[src/rtl/uart_irq_pkg.sv]
package uart_irq_pkg;
  typedef enum logic [2:0] {
    SRC_NONE = 3'b000,
    SRC_TX   = 3'b001,
    SRC_RX   = 3'b010,
    SRC_LINE = 3'b011
  } irq_src_e;

  localparam int unsigned ERR_W = 4;
endpackage

[src/rtl/rx_trig_cmp.sv]
module rx_trig_cmp #(
  parameter int unsigned DEPTH = 16,
  parameter int unsigned CNT_W = $clog2(DEPTH + 1)
) (
  input  logic             fifo_en_i,
  input  logic [1:0]       trig_sel_i,
  input  logic [CNT_W-1:0] rx_count_i,
  output logic             rx_hit_o
);
  localparam logic [CNT_W-1:0] LVL_0 = CNT_W'(1);
  localparam logic [CNT_W-1:0] LVL_1 = CNT_W'(DEPTH / 4);
  localparam logic [CNT_W-1:0] LVL_2 = CNT_W'(DEPTH / 2);
  localparam logic [CNT_W-1:0] LVL_3 = CNT_W'(DEPTH - 2);

  logic [CNT_W-1:0] level;

  always_comb begin
    if (!fifo_en_i) level = LVL_0;
    else begin
      case (trig_sel_i)
        2'd0:    level = LVL_0;
        2'd1:    level = LVL_1;
        2'd2:    level = LVL_2;
        default: level = LVL_3;
      endcase
    end
  end

  assign rx_hit_o = (rx_count_i >= level);
endmodule

[src/rtl/lsr_err_track.sv]
module lsr_err_track
  import uart_irq_pkg::*;
(
  input  logic             clk,
  input  logic             rst,
  input  logic             head_adv_i,
  input  logic [ERR_W-1:0] head_err_i,
  input  logic             rx_push_i,
  input  logic [ERR_W-1:0] push_err_i,
  input  logic             lsr_rd_i,
  output logic [ERR_W-1:0] err_next_o,
  output logic             ferr_next_o
);
  logic [ERR_W-1:0] err_q;
  logic             ferr_q;

  always_comb begin
    err_next_o  = (lsr_rd_i ? '0 : err_q) | (head_adv_i ? head_err_i : '0);
    ferr_next_o = (lsr_rd_i ? 1'b0 : ferr_q) | (rx_push_i & (|push_err_i));
  end

  always_ff @(posedge clk) begin
    if (rst) begin
      err_q  <= '0;
      ferr_q <= 1'b0;
    end else begin
      err_q  <= err_next_o;
      ferr_q <= ferr_next_o;
    end
  end
endmodule

[src/rtl/thre_arm.sv]
module thre_arm (
  input  logic clk,
  input  logic rst,
  input  logic tx_empty_i,
  input  logic ier_tx_i,
  input  logic thr_wr_i,
  input  logic isr_rd_tx_i,
  output logic pend_next_o
);
  logic empty_d, ier_d, armed_q, pend_q;
  logic edge_set, en_set, armed_next;

  always_comb begin
    edge_set    = tx_empty_i & ~empty_d & armed_q;
    en_set      = ier_tx_i & ~ier_d & tx_empty_i;
    pend_next_o = (thr_wr_i | isr_rd_tx_i) ? 1'b0 : (pend_q | edge_set | en_set);
    if (thr_wr_i)      armed_next = 1'b1;
    else if (edge_set) armed_next = 1'b0;
    else               armed_next = armed_q;
  end

  always_ff @(posedge clk) begin
    if (rst) begin
      empty_d <= 1'b1;
      ier_d   <= 1'b0;
      armed_q <= 1'b0;
      pend_q  <= 1'b0;
    end else begin
      empty_d <= tx_empty_i;
      ier_d   <= ier_tx_i;
      armed_q <= armed_next;
      pend_q  <= pend_next_o;
    end
  end
endmodule

[src/rtl/uart_irq_lsr.sv]
module uart_irq_lsr
  import uart_irq_pkg::*;
#(
  parameter int unsigned DEPTH = 16,
  parameter int unsigned CNT_W = $clog2(DEPTH + 1)
) (
  input  logic             clk,
  input  logic             rst,
  input  logic             fifo_en_i,
  input  logic [2:0]       ier_i,
  input  logic [1:0]       trig_sel_i,
  input  logic [CNT_W-1:0] rx_count_i,
  input  logic             tx_fifo_empty_i,
  input  logic             tx_shift_empty_i,
  input  logic             rx_push_i,
  input  logic [3:0]       push_err_i,
  input  logic             head_adv_i,
  input  logic [3:0]       head_err_i,
  input  logic             isr_rd_i,
  input  logic             lsr_rd_i,
  input  logic             thr_wr_i,
  output logic             irq_o,
  output logic [7:0]       isr_o,
  output logic [7:0]       lsr_o
);
  logic             rx_hit, tx_pend, ferr_next, isr_rd_tx;
  logic [ERR_W-1:0] err_next;
  irq_src_e         src;
  logic [7:0]       isr_next, lsr_next;

  rx_trig_cmp #(.DEPTH(DEPTH), .CNT_W(CNT_W)) u_trig (
    .fifo_en_i  (fifo_en_i),
    .trig_sel_i (trig_sel_i),
    .rx_count_i (rx_count_i),
    .rx_hit_o   (rx_hit)
  );

  lsr_err_track u_err (
    .clk         (clk),
    .rst         (rst),
    .head_adv_i  (head_adv_i),
    .head_err_i  (head_err_i),
    .rx_push_i   (rx_push_i),
    .push_err_i  (push_err_i),
    .lsr_rd_i    (lsr_rd_i),
    .err_next_o  (err_next),
    .ferr_next_o (ferr_next)
  );

  assign isr_rd_tx = isr_rd_i & (isr_o[3:1] == SRC_TX);

  thre_arm u_thre (
    .clk         (clk),
    .rst         (rst),
    .tx_empty_i  (tx_fifo_empty_i),
    .ier_tx_i    (ier_i[1]),
    .thr_wr_i    (thr_wr_i),
    .isr_rd_tx_i (isr_rd_tx),
    .pend_next_o (tx_pend)
  );

  always_comb begin
    if (ier_i[2] && (|err_next)) src = SRC_LINE;
    else if (ier_i[0] && rx_hit) src = SRC_RX;
    else if (ier_i[1] && tx_pend) src = SRC_TX;
    else                          src = SRC_NONE;
    isr_next = {fifo_en_i, fifo_en_i, 2'b00, src, (src == SRC_NONE)};
    lsr_next = {ferr_next, tx_fifo_empty_i & tx_shift_empty_i, tx_fifo_empty_i,
                err_next, (rx_count_i != '0)};
  end

  always_ff @(posedge clk) begin
    if (rst) begin
      irq_o <= 1'b0;
      isr_o <= 8'h01;
      lsr_o <= 8'h60;
    end else begin
      irq_o <= (src != SRC_NONE);
      isr_o <= isr_next;
      lsr_o <= lsr_next;
    end
  end
endmodule

[config.mk]
export PLATFORM = sky130hd
export DESIGN_NAME = uart_irq_lsr
export DESIGN_NICKNAME = d
export VERILOG_FILES = /design/src/rtl/uart_irq_pkg.sv /design/src/rtl/rx_trig_cmp.sv /design/src/rtl/lsr_err_track.sv /design/src/rtl/thre_arm.sv /design/src/rtl/uart_irq_lsr.sv
export SDC_FILE = /design/constraint.sdc
export NUM_CORES = 1
export LEC_CHECK = 0
export ABC_AREA = 1
export BUFFER_PORTS_ARGS = -buffer_cell sky130_fd_sc_hd__clkbuf_2
export CORE_AREA = 2 2 45 47
export DETAILED_ROUTE_END_ITERATION = 8
export DIE_AREA = 0 0 47 49
export GPL_ROUTABILITY_DRIVEN = 0
export PLACE_DENSITY_LB_ADDON = 0.3
export SLEW_MARGIN = 30
export SYNTH_ARGS = -nofsm -noshare
export SYNTH_HDL_FRONTEND = slang
export SYNTH_SLANG_ARGS = --single-unit
[constraint.sdc]
create_clock -name clk -period 2.1 [get_ports clk]
set_clock_uncertainty 0.15 [all_clocks]
set_input_delay 0.21 -clock clk [delete_from_list [all_inputs] [get_ports clk]]
set_output_delay 0.21 -clock clk [all_outputs]
set_load 0.005 [all_outputs]
==> results.md, run 1 <==
- Outcome: completed
- GRT Total Usage: 15.0%
- First-pass GRT wire length: 2.50 mm
- Sw frac: 24.8%
- FP Rows: 16
- Final net count: 184
- Compound-Gate Fraction of Synth Area: 10.2%
- Cell taking the most area after synthesis: dfxtp_1
- DRC errors left: 0
- Worst hold path type: primary input to flip-flop
- #FFs+latches synth: 16
- Initial antenna violation count: 0
- Via density: 4.22
- Seq/Total Area, Yosys: 41.4%
- Fin. Hold Viols: 0
- Number of I/O port buffers: 41
- Post-synth top area share: 41.4%
- MaxCap Viol Count: 0
- Clock group share of total power: 30.4%
- Clock tree root buffer cell: clkbuf_4
- Mux cell area share after synthesis: 0%
- Post-Synth Adder-Cell Area: 6.46%
- Seq pwr share: 50.7%
- Final ANT Viol Nets: 0
- Gates resized, CTS repair: 0
- Largest fanout on the critical path: 3
- Post-Syn Area: 774 um^2
- Die X: 47 um
- Initial DRC count: 5
- Crit path from: rx_count_i[3]
- Synth cell types: 20
- CTS tree: built
- Sw power: 0.162 mW
- Combinational share of power: 18.9%
- CTS Buffer Depth: 2
- Final TNS setup: 0 ns
- Critical path arrival: 1.62 ns
- Final hold slack: 0.00861 ns
- Post-Synthesis Cells: 106
- Achievable Freq: 0.626 GHz
- Static Leak: 0.598 nW
- Setup violations, final: 0
- Commonest non-fill, non-tap cell in the layout: clkbuf_2
- Setup bufs post-CTS: 0
- Starting Density: 42.1%
- Diode count: 0
- Congestion Overflow GR: 0
- Most frequent cells in the layout: clkbuf_2 (41), nand2_1 (27), dfxtp_1 (16), inv_1 (15), nor2_1 (8)
- Setup CP Type: primary input to flip-flop
- DRT Wirelength: 1.51 mm
- CTS Buf Count: 3
- Crit end category: flip-flop
- Nature of the critical path startpoint: primary input
- Die area: 0.00230 mm^2
- DR vias: 751
- Die Span Y: 49 um
- Required time of the worst setup path: 2.12 ns
- H-Tree Depth: 1
- Detailed placement HPWL: 1.23 mm
- Simple-Gate Fraction of Synth Area: 27.0%
- Detailed Routing Iterations Pass 1: 4
- Worst r2r src: isr_o[2]$_SDFF_PP0_
- Vias in the first global route: 667
- Routed wire per std cell: 8.46 um
- Clock Sinks: 16
- I/O Pins: 45
- Largest family of logic cells by synthesized area: simple AND/OR/NAND/NOR gates
- Slew Viols, Final: 0
- Xor/xnor share of the synthesized area: 0%
- Total power per unit cell area: 616 mW/mm^2
- Pin count of the biggest net entering global routing: 14
- Share of cells above drive strength 1: 35.8%
- Maximum vdd drop: 0.286 mV
- YS warnings: 0
- RSZ-0062 raised after global routing: false
- CTS clk-pin slew, worst paths: 0.09 ns
- Final period demand of the worst path: 1.60 ns
- P&R area growth vs syn: 36.7%
- Core ar.: 0.00184 mm^2
- P_int: 0.490 mW
- Synth top area cells: dfxtp_1 (41%), nand2_1 (13%), inv_1 (7.3%)
- Worst-skew pair later-pin latency: 0.28 ns
- Syn Area/Cell: 7.31 um^2
- HP Start: fifo_en_i
- Crit share post-route: 76.1%
==> state kept, by name (all words and copies together), names as in the netlist <==
name	count
irq_o	1
isr_o	4
lsr_o	8
u_thre.armed_q	1
u_thre.ier_d	1
u_thre.pend_q	1
==> routing by layer <==
layer  wire [um]  GRT usage [%]  share of wire [%]  vias up
met5           0              0                  0        -
met4          38           11.1                2.5        0
met2         735           23.5                 49       26
li1            -              -                  -      409
met3          82           1.11                5.4        4
met1         648           18.1                 43      312
==> logic make-up (layout without fill, tap and decap cells) <==
group,count (synthesis),after routing
AND/OR/NAND/NOR,48,48
buffers and inverters,24,67
flip-flops,16,16
AO/OA/AOI/OAI,13,13
adder cells (fa/ha/maj),4,4
other,1,3
==> critical path: stages <==
cell and delay (ns):
dlygate4sd3_1 0.53, clkbuf_2 0.11, ha_1 0.31, nand2_1 0.06, nor2_1 0.08, nand2_1 0.06, nand2_1 0.08, nand2_2 0.06
nand2_1 0.07, a21oi_2 0.05
==> cell usage after synthesis (all sizes together) <==
cell type,number
nand2,30
inv,17
dfxtp,16
a21oi,9
nor2,8
buf,7
nand3,7
ha,4
o21ai,2
or2,2
a21boi,1
conb,1
o41ai,1
or3,1
==> through the flow <==
step	power [mW]	worst slack [ns]	instance area [um^2]	util, %	instances
floorplan	0.407	0.821	782	-	108
global route	0.695	0.426	1060	57.5	178
CTS	0.664	0.501	1060	57.5	178
global placement	0.452	0.627	972	52.8	169
detailed placement	0.456	0.596	972	52.8	169
finish	0.652	0.502	1060	57.5	178
==> area by class of cell <==
class | instances | area, um^2
multi-input combinational | 68 | 349
sequential | 16 | 320
tap | 27 | 33.8
inverter | 17 | 63.8
clock buffer | 4 | 36.3
timing repair buffer | 46 | 255
fill | 205 | 783
==> what timing repair did <==
item,CTS,global route
hold buffers,5,0
setup endpoints to repair,0,0
endpoints found under the hold margin,4,0
==> power by group through the flow <==
stage | clock [mW] | sequential, mW | combinational (mW)
2_1_floorplan | 0 | 0.339 | 0.0683
3_3_place_gp | 0 | 0.338 | 0.115
3_5_place_dp | 0 | 0.338 | 0.117
4_1_cts | 0.208 | 0.331 | 0.125
5_1_grt | 0.218 | 0.333 | 0.144
6_report | 0.198 | 0.331 | 0.123
==> path summary, 6_finish.rpt <==
path / endpoint / slack (ns) / depth (start not counted)
worst min register to register: lsr_o[3]$_SDFF_PP0_ / 0.33 / 2
worst max-delay path: isr_o[1]$_SDFF_PP0_ / 0.50 / 10
worst min-delay path: isr_o[6]$_SDFF_PP0_ / 0.009 / 3
worst max register to register: isr_o[1]$_SDFF_PP0_ / 0.96 / 8
No activity file was read; power rests on OpenSTA's default activity.
==> run 2: changes to the inputs <==
ABC_AREA = 0   (was 1)
CORE_AREA = 2 2 49 51   (was 2 2 45 47)
DIE_AREA = 0 0 51 53   (was 0 0 47 49)
clock period = 1.39 ns   (was 2.1 ns; I/O delays follow)
==> run 2 against run 1 <==
Sequential cell count stayed put; first-iteration DRC count rose by 100%; combinational power increased by 85%; synthesized cell count is 23% lower; setup slack got worse by 0.49 ns; critical path type is now flip-flop to flip-flop; highest routed layer unchanged.
==> results.md, run 2 <==
- Post-Synthesis Cells: 82
- FP Rows: 17
- P&R area growth vs syn: 57.9%
- Via density: 4.91
- Slew Viols, Final: 0
- Count leader, synth: dfxtp_1
- Crit end category: flip-flop
- Number of I/O port buffers: 41
- Worst hold path type: primary input to flip-flop
- Seq/Total Area, Yosys: 42.7%
- Largest Register: lsr_o
- Maximum vdd drop: 0.527 mV
- Pin count of the biggest net entering global routing: 17
- DRT Wirelength: 1.96 mm
- Total power per unit cell area: 827 mW/mm^2
- Die area: 0.00270 mm^2
- Detailed Routing Iterations Pass 1: 4
- Number of flops mapped to enable cells by yosys: 0
- First-pass GRT wire length: 2.95 mm
- Synth top area cells: dfxtp_1 (43%), ha_1 (6.7%), buf_4 (6.0%)
- Core ar.: 0.00215 mm^2
- Setup violations, final: 0
- CTS clk-pin slew, worst paths: 0.09 ns
- Required time of the worst setup path: 1.43 ns
- Synth cell types: 29
- RSZ-0062 raised after global routing: true
- Largest fanout on the critical path: 2
- CTS tree: built
- Starting Density: 34.9%
- I/O Pins: 45
- Nature of the critical path startpoint: flip-flop
- Diode count: 0
- Dominant synthesized flop cell: dfxtp_1
- Detailed placement HPWL: 1.36 mm
- Final Cell Area: 0.00118 mm^2
- Post-Syn Area: 749 um^2
- Worst-skew pair later-pin latency: 0.28 ns
- Area of the multi-input gates: 380 um^2
- Reg area: 325 um^2
- Critical path arrival: 1.42 ns
- Cell taking the most area after synthesis: dfxtp_1
- Final ANT Viol Nets: 0
- Most frequent cells in the layout: clkbuf_2 (41), dlygate4sd3_1 (17), dfxtp_1 (12), nor2_1 (8)
- H-Tree Depth: 1
- Placed Area: 975 um^2
- Max reg flops: 8
- Congestion Overflow GR: 0
- Clock Sinks: 16
- Syn Area/Cell: 9.14 um^2
- Die Span Y: 53 um
- Routed wire per std cell: 11.6 um
- Initial antenna violation count: 0
- Fin. Hold Viols: 0
- Clock tree root buffer cell: clkbuf_4
- Commonest non-fill, non-tap cell in the layout: clkbuf_2
- YS warnings: 0
- Crit share post-route: 99.4%
- Final net count: 175
- GRT Total Usage: 15.0%
- Initial DRC count: 10
- Post-synth top area share: 42.7%
- Setup bufs post-CTS: 0
- Static Leak: 0.581 nW
- DR vias: 830
- Top flop regs: lsr_o x8, isr_o x4
- #FFs+latches synth: 16
- Final period demand of the worst path: 1.38 ns
- Final hold slack: 0.00813 ns
- CTS Buf Count: 3
- Fill count: 196
- Share of cells above drive strength 1: 42.6%
- Top cells by count, synth: dfxtp_1 (16), nor2_1 (8), buf_4 (6), inv_1 (6), nand2_1 (6)
- DRC errors left: 0
- Outcome: completed
- Vias in the first global route: 707
- Die X: 51 um
- Setup CP Type: flip-flop to flip-flop
- Achievable Freq: 0.724 GHz
- Async SR Flop Fraction: 0%
- CTS Buffer Depth: 2
- MaxCap Viol Count: 0
run 2: timing repair:
action | 4_1_cts | 5_1_grt
pin swaps | 2 | 2
resized for setup | 2 | 5
hold endpoints to repair | 11 | 0
setup endpoints to repair | 1 | 4
hold buffers | 17 | 0
run 2: metal layers:
metal	vias to the layer above	global-route usage, %	part of all wire [%]
met1	388	16.1	41
met2	30	26.8	53
li1	404	-	-
met4	0	6.76	1.7
met5	-	0	0
met3	8	4.52	4.1
run 2: final cells by class:
cell class / count / area share [%]
multi-input combinational: 55 / 32.1
tap: 28 / 2.96
sequential: 16 / 27.5
clock buffer: 3 / 1.90
inverter: 6 / 1.90
timing repair buffer: 61 / 33.6
run 2: path summary, 6_finish.rpt:
kind / from / endpoint / slack (ns) / cells after the start
max: u_thre.armed_q$_SDFFE_PP0P_ / isr_o[0]$_SDFF_PP1_ / 0.009 / 4
min: rx_count_i[2] / lsr_o[0]$_SDFF_PP0_ / 0.008 / 3
max reg2reg: u_thre.armed_q$_SDFFE_PP0P_ / isr_o[0]$_SDFF_PP1_ / 0.009 / 4
min reg2reg: lsr_o[7]$_SDFF_PP0_ / lsr_o[7]$_SDFF_PP0_ / 0.34 / 2
run 2: worst max-delay path: stages, from the launching register on:
cell and delay, ns:
dfxtp_2 0.34, nor2b_4 0.13, o21ai_2 0.06, a2111o_1 0.39, a31o_1 0.22
run 2: cells by family (layout without fill, tap and decap cells):
| logic type | after synthesis | in the layout | share of synthesized area, % |
|---|---|---|---|
| fa+ha+maj | 4 | 4 | 6.68 |
| buf+inv | 13 | 70 | 9.51 |
| flops | 16 | 16 | 42.7 |
| simple gates | 27 | 27 | 19.0 |
| other cells | 1 | 3 | 0.500 |
| compound gates | 21 | 21 | 21.5 |
run 2: per-stage QoR:
step	utilization (%)	TNS [ns]	total power [mW]	setup slack [ns]	instances
after floorplan	-	0	0.611	0.00242	84
after global placement	45.4	-0.651	0.696	-0.170	149
after detailed placement	45.4	-0.730	0.700	-0.187	149
after CTS	54.6	-0.00458	0.980	-0.00458	169
after global routing	55.1	-0.0522	1.03	-0.0505	169
final	55.1	0	0.979	0.00900	169
run 2: where the power goes:
part	internal (mW)	leakage, nW	total [mW]	switching [mW]
Combinational	0.130	0.432	0.227	0.0971
Clock	0.101	0.0138	0.243	0.143
Sequential	0.491	0.134	0.508	0.0178
==> run 3: changes to the inputs <==
REMOVE_ABC_BUFFERS = 1   (was unset)
==> run 3 against run 2 <==
Hold slack improved by 0.0061 ns; wire length shrank 7.5%; sequential cell count did not move; total power is 0.83% lower; critical path depth up 1; non-clock buffer count decreased by 1; die area unchanged; cell count down 0.59%; final area decreased by 0.53%.
==> results.md, run 3 (synthesis gave the netlist of run 2 again) <==
- Static Leak: 0.576 nW
- Slowest cell delay on critical path: 0.55 ns
- Nature of the critical path startpoint: primary input
- P&R area growth vs syn: 57.1%
- HP Start: rx_count_i[2]
- First-pass GRT wire length: 2.93 mm
- DRC errors left: 0
- Routed wire per std cell: 10.8 um
- Final period demand of the worst path: 1.38 ns
- Combinational share of power: 23.9%
- Setup violations, final: 0
- RSZ-0062 raised after global routing: true
- Top flop regs: lsr_o x8, isr_o x4
- Final ANT Viol Nets: 0
- Final cell utilization of the core: 54.8%
- Die Span Y: 53 um
- Crit share post-route: 99.3%
- GRT Total Usage: 14.3%
- Clock group share of total power: 23.8%
- Commonest non-fill, non-tap cell in the layout: clkbuf_2
- Placed Area: 963 um^2
- MaxCap Viol Count: 0
- CTS Buf Count: 3
- Share of cells above drive strength 1: 42.1%
- Final non-filler cell total: 168
- DRT Wirelength: 1.81 mm
- Detailed placement HPWL: 1.31 mm
- Pin count of the biggest net entering global routing: 17
- Setup CP Type: primary input to flip-flop
- Max reg flops: 8
- Fin. Hold Viols: 0
- Diode count: 0
- Worst hold path type: primary input to flip-flop
- Congestion Overflow GR: 0
- Outcome: completed
- DR vias: 772
- P_int: 0.724 mW
- Most frequent cells in the layout: clkbuf_2 (41), dlygate4sd3_1 (15), dfxtp_1 (13), nor2_1 (8)
- Starting Density: 34.9%
- Number of I/O port buffers: 41
- Required time of the worst setup path: 1.42 ns
- Crit end category: flip-flop
- Detailed Routing Iterations Pass 1: 4
- Core ar.: 0.00215 mm^2
- Maximum vdd drop: 0.387 mV
- Final net count: 174
- Critical path cell sequence: clkbuf_2 > dlygate4sd3_1 > inv_1 > a2111o_1 > a31o_1
- Largest fanout on the critical path: 2
- Clock Sinks: 16
- Crit path from: ier_i[1]
- Initial DRC count: 10
- I/O Pins: 45
- Via density: 4.60
- H-Tree Depth: 1
- Die X: 51 um
- Die area: 0.00270 mm^2
- Sw power: 0.247 mW
- Slew Viols, Final: 0
- CTS Buffer Depth: 2
- Worst-skew pair later-pin latency: 0.27 ns
- Sw frac: 25.4%
- Placed cells: 148
- Achievable Freq: 0.725 GHz
- Initial antenna violation count: 0
- Vias in the first global route: 709
- Final Cell Area: 0.00118 mm^2
- Largest Register: lsr_o
- Seq pwr share: 52.2%
- Worst r2r src: u_thre.armed_q$_SDFFE_PP0P_
- CTS clk-pin slew, worst paths: 0.09 ns
- Slowest stage cell, crit path: dlygate4sd3_1
- CTS tree: built
- Total power per unit cell area: 825 mW/mm^2
- Clock tree root buffer cell: clkbuf_4
- Critical path arrival: 1.41 ns
- FP Rows: 17
run 3: cell count changes in the layout (fill, tap and decap cells not counted):
cell	before	now
a41oi_4	0	1
a41oi_2	1	0
buf_4	3	4
o21ai_0	0	1
dlygate4sd3_1	17	15
o21ai_2	2	1
dfxtp_1	12	13
dfxtp_2	4	3
run 3: final timing paths:
path | cells after the start | to | slack, ns
min | 3 | lsr_o[0]$_SDFF_PP0_ | 0.01
min reg2reg | 2 | lsr_o[7]$_SDFF_PP0_ | 0.32
max | 5 | isr_o[0]$_SDFF_PP1_ | 0.01
max reg2reg | 4 | isr_o[0]$_SDFF_PP1_ | 0.02
run 3: final cells by class:
type	instances	area [um^2]
Inverter	6	22.5
Sequential cell	16	324
Multi-Input combinational cell	55	388
Clock buffer	3	22.5
Tap cell	28	35.0
Timing Repair Buffer	60	385
Fill cell	207	971
run 3: timing repair:
action	4_1_cts	5_1_grt
resized for setup	2	5
buffers inserted	1	1
endpoints found under the hold margin	10	0
endpoints found under the setup margin	4	4
hold buffers	15	0
pin swaps	4	2
run 3: critical path, delay by kind of cell:
kind	cells	cell delay (ns)
buf+inv	3	0.69
compound gates	2	0.59
run 3: power groups by stage:
| stage | logic, mW | clock network [mW] | registers, mW |
|---|---|---|---|
| after floorplan | 0.0776 | 0 | 0.517 |
| after global placement | 0.178 | 0 | 0.515 |
| after CTS | 0.220 | 0.249 | 0.506 |
| after global routing | 0.258 | 0.262 | 0.511 |
| after detailed placement | 0.182 | 0 | 0.516 |
| final | 0.232 | 0.231 | 0.507 |
run 3: through the flow:
stage	hold slack, ns	power, mW	TNS [ns]	setup slack, ns
floorplan	0.0581	0.595	-0.394	-0.116
global placement	0.190	0.693	-1.06	-0.281
detailed placement	0.197	0.697	-1.34	-0.357
CTS	0.00826	0.974	0	0.00640
global route	0.0157	1.03	-0.0387	-0.0276
finish	0.0143	0.971	0	0.0103
run 3: metal layers:
layer	track usage, %	wire, um	up-vias
met5	0	0	-
met4	5.41	10	0
met3	2.54	74	2
met2	24.0	928	20
met1	18.1	796	349
li1	-	-	401
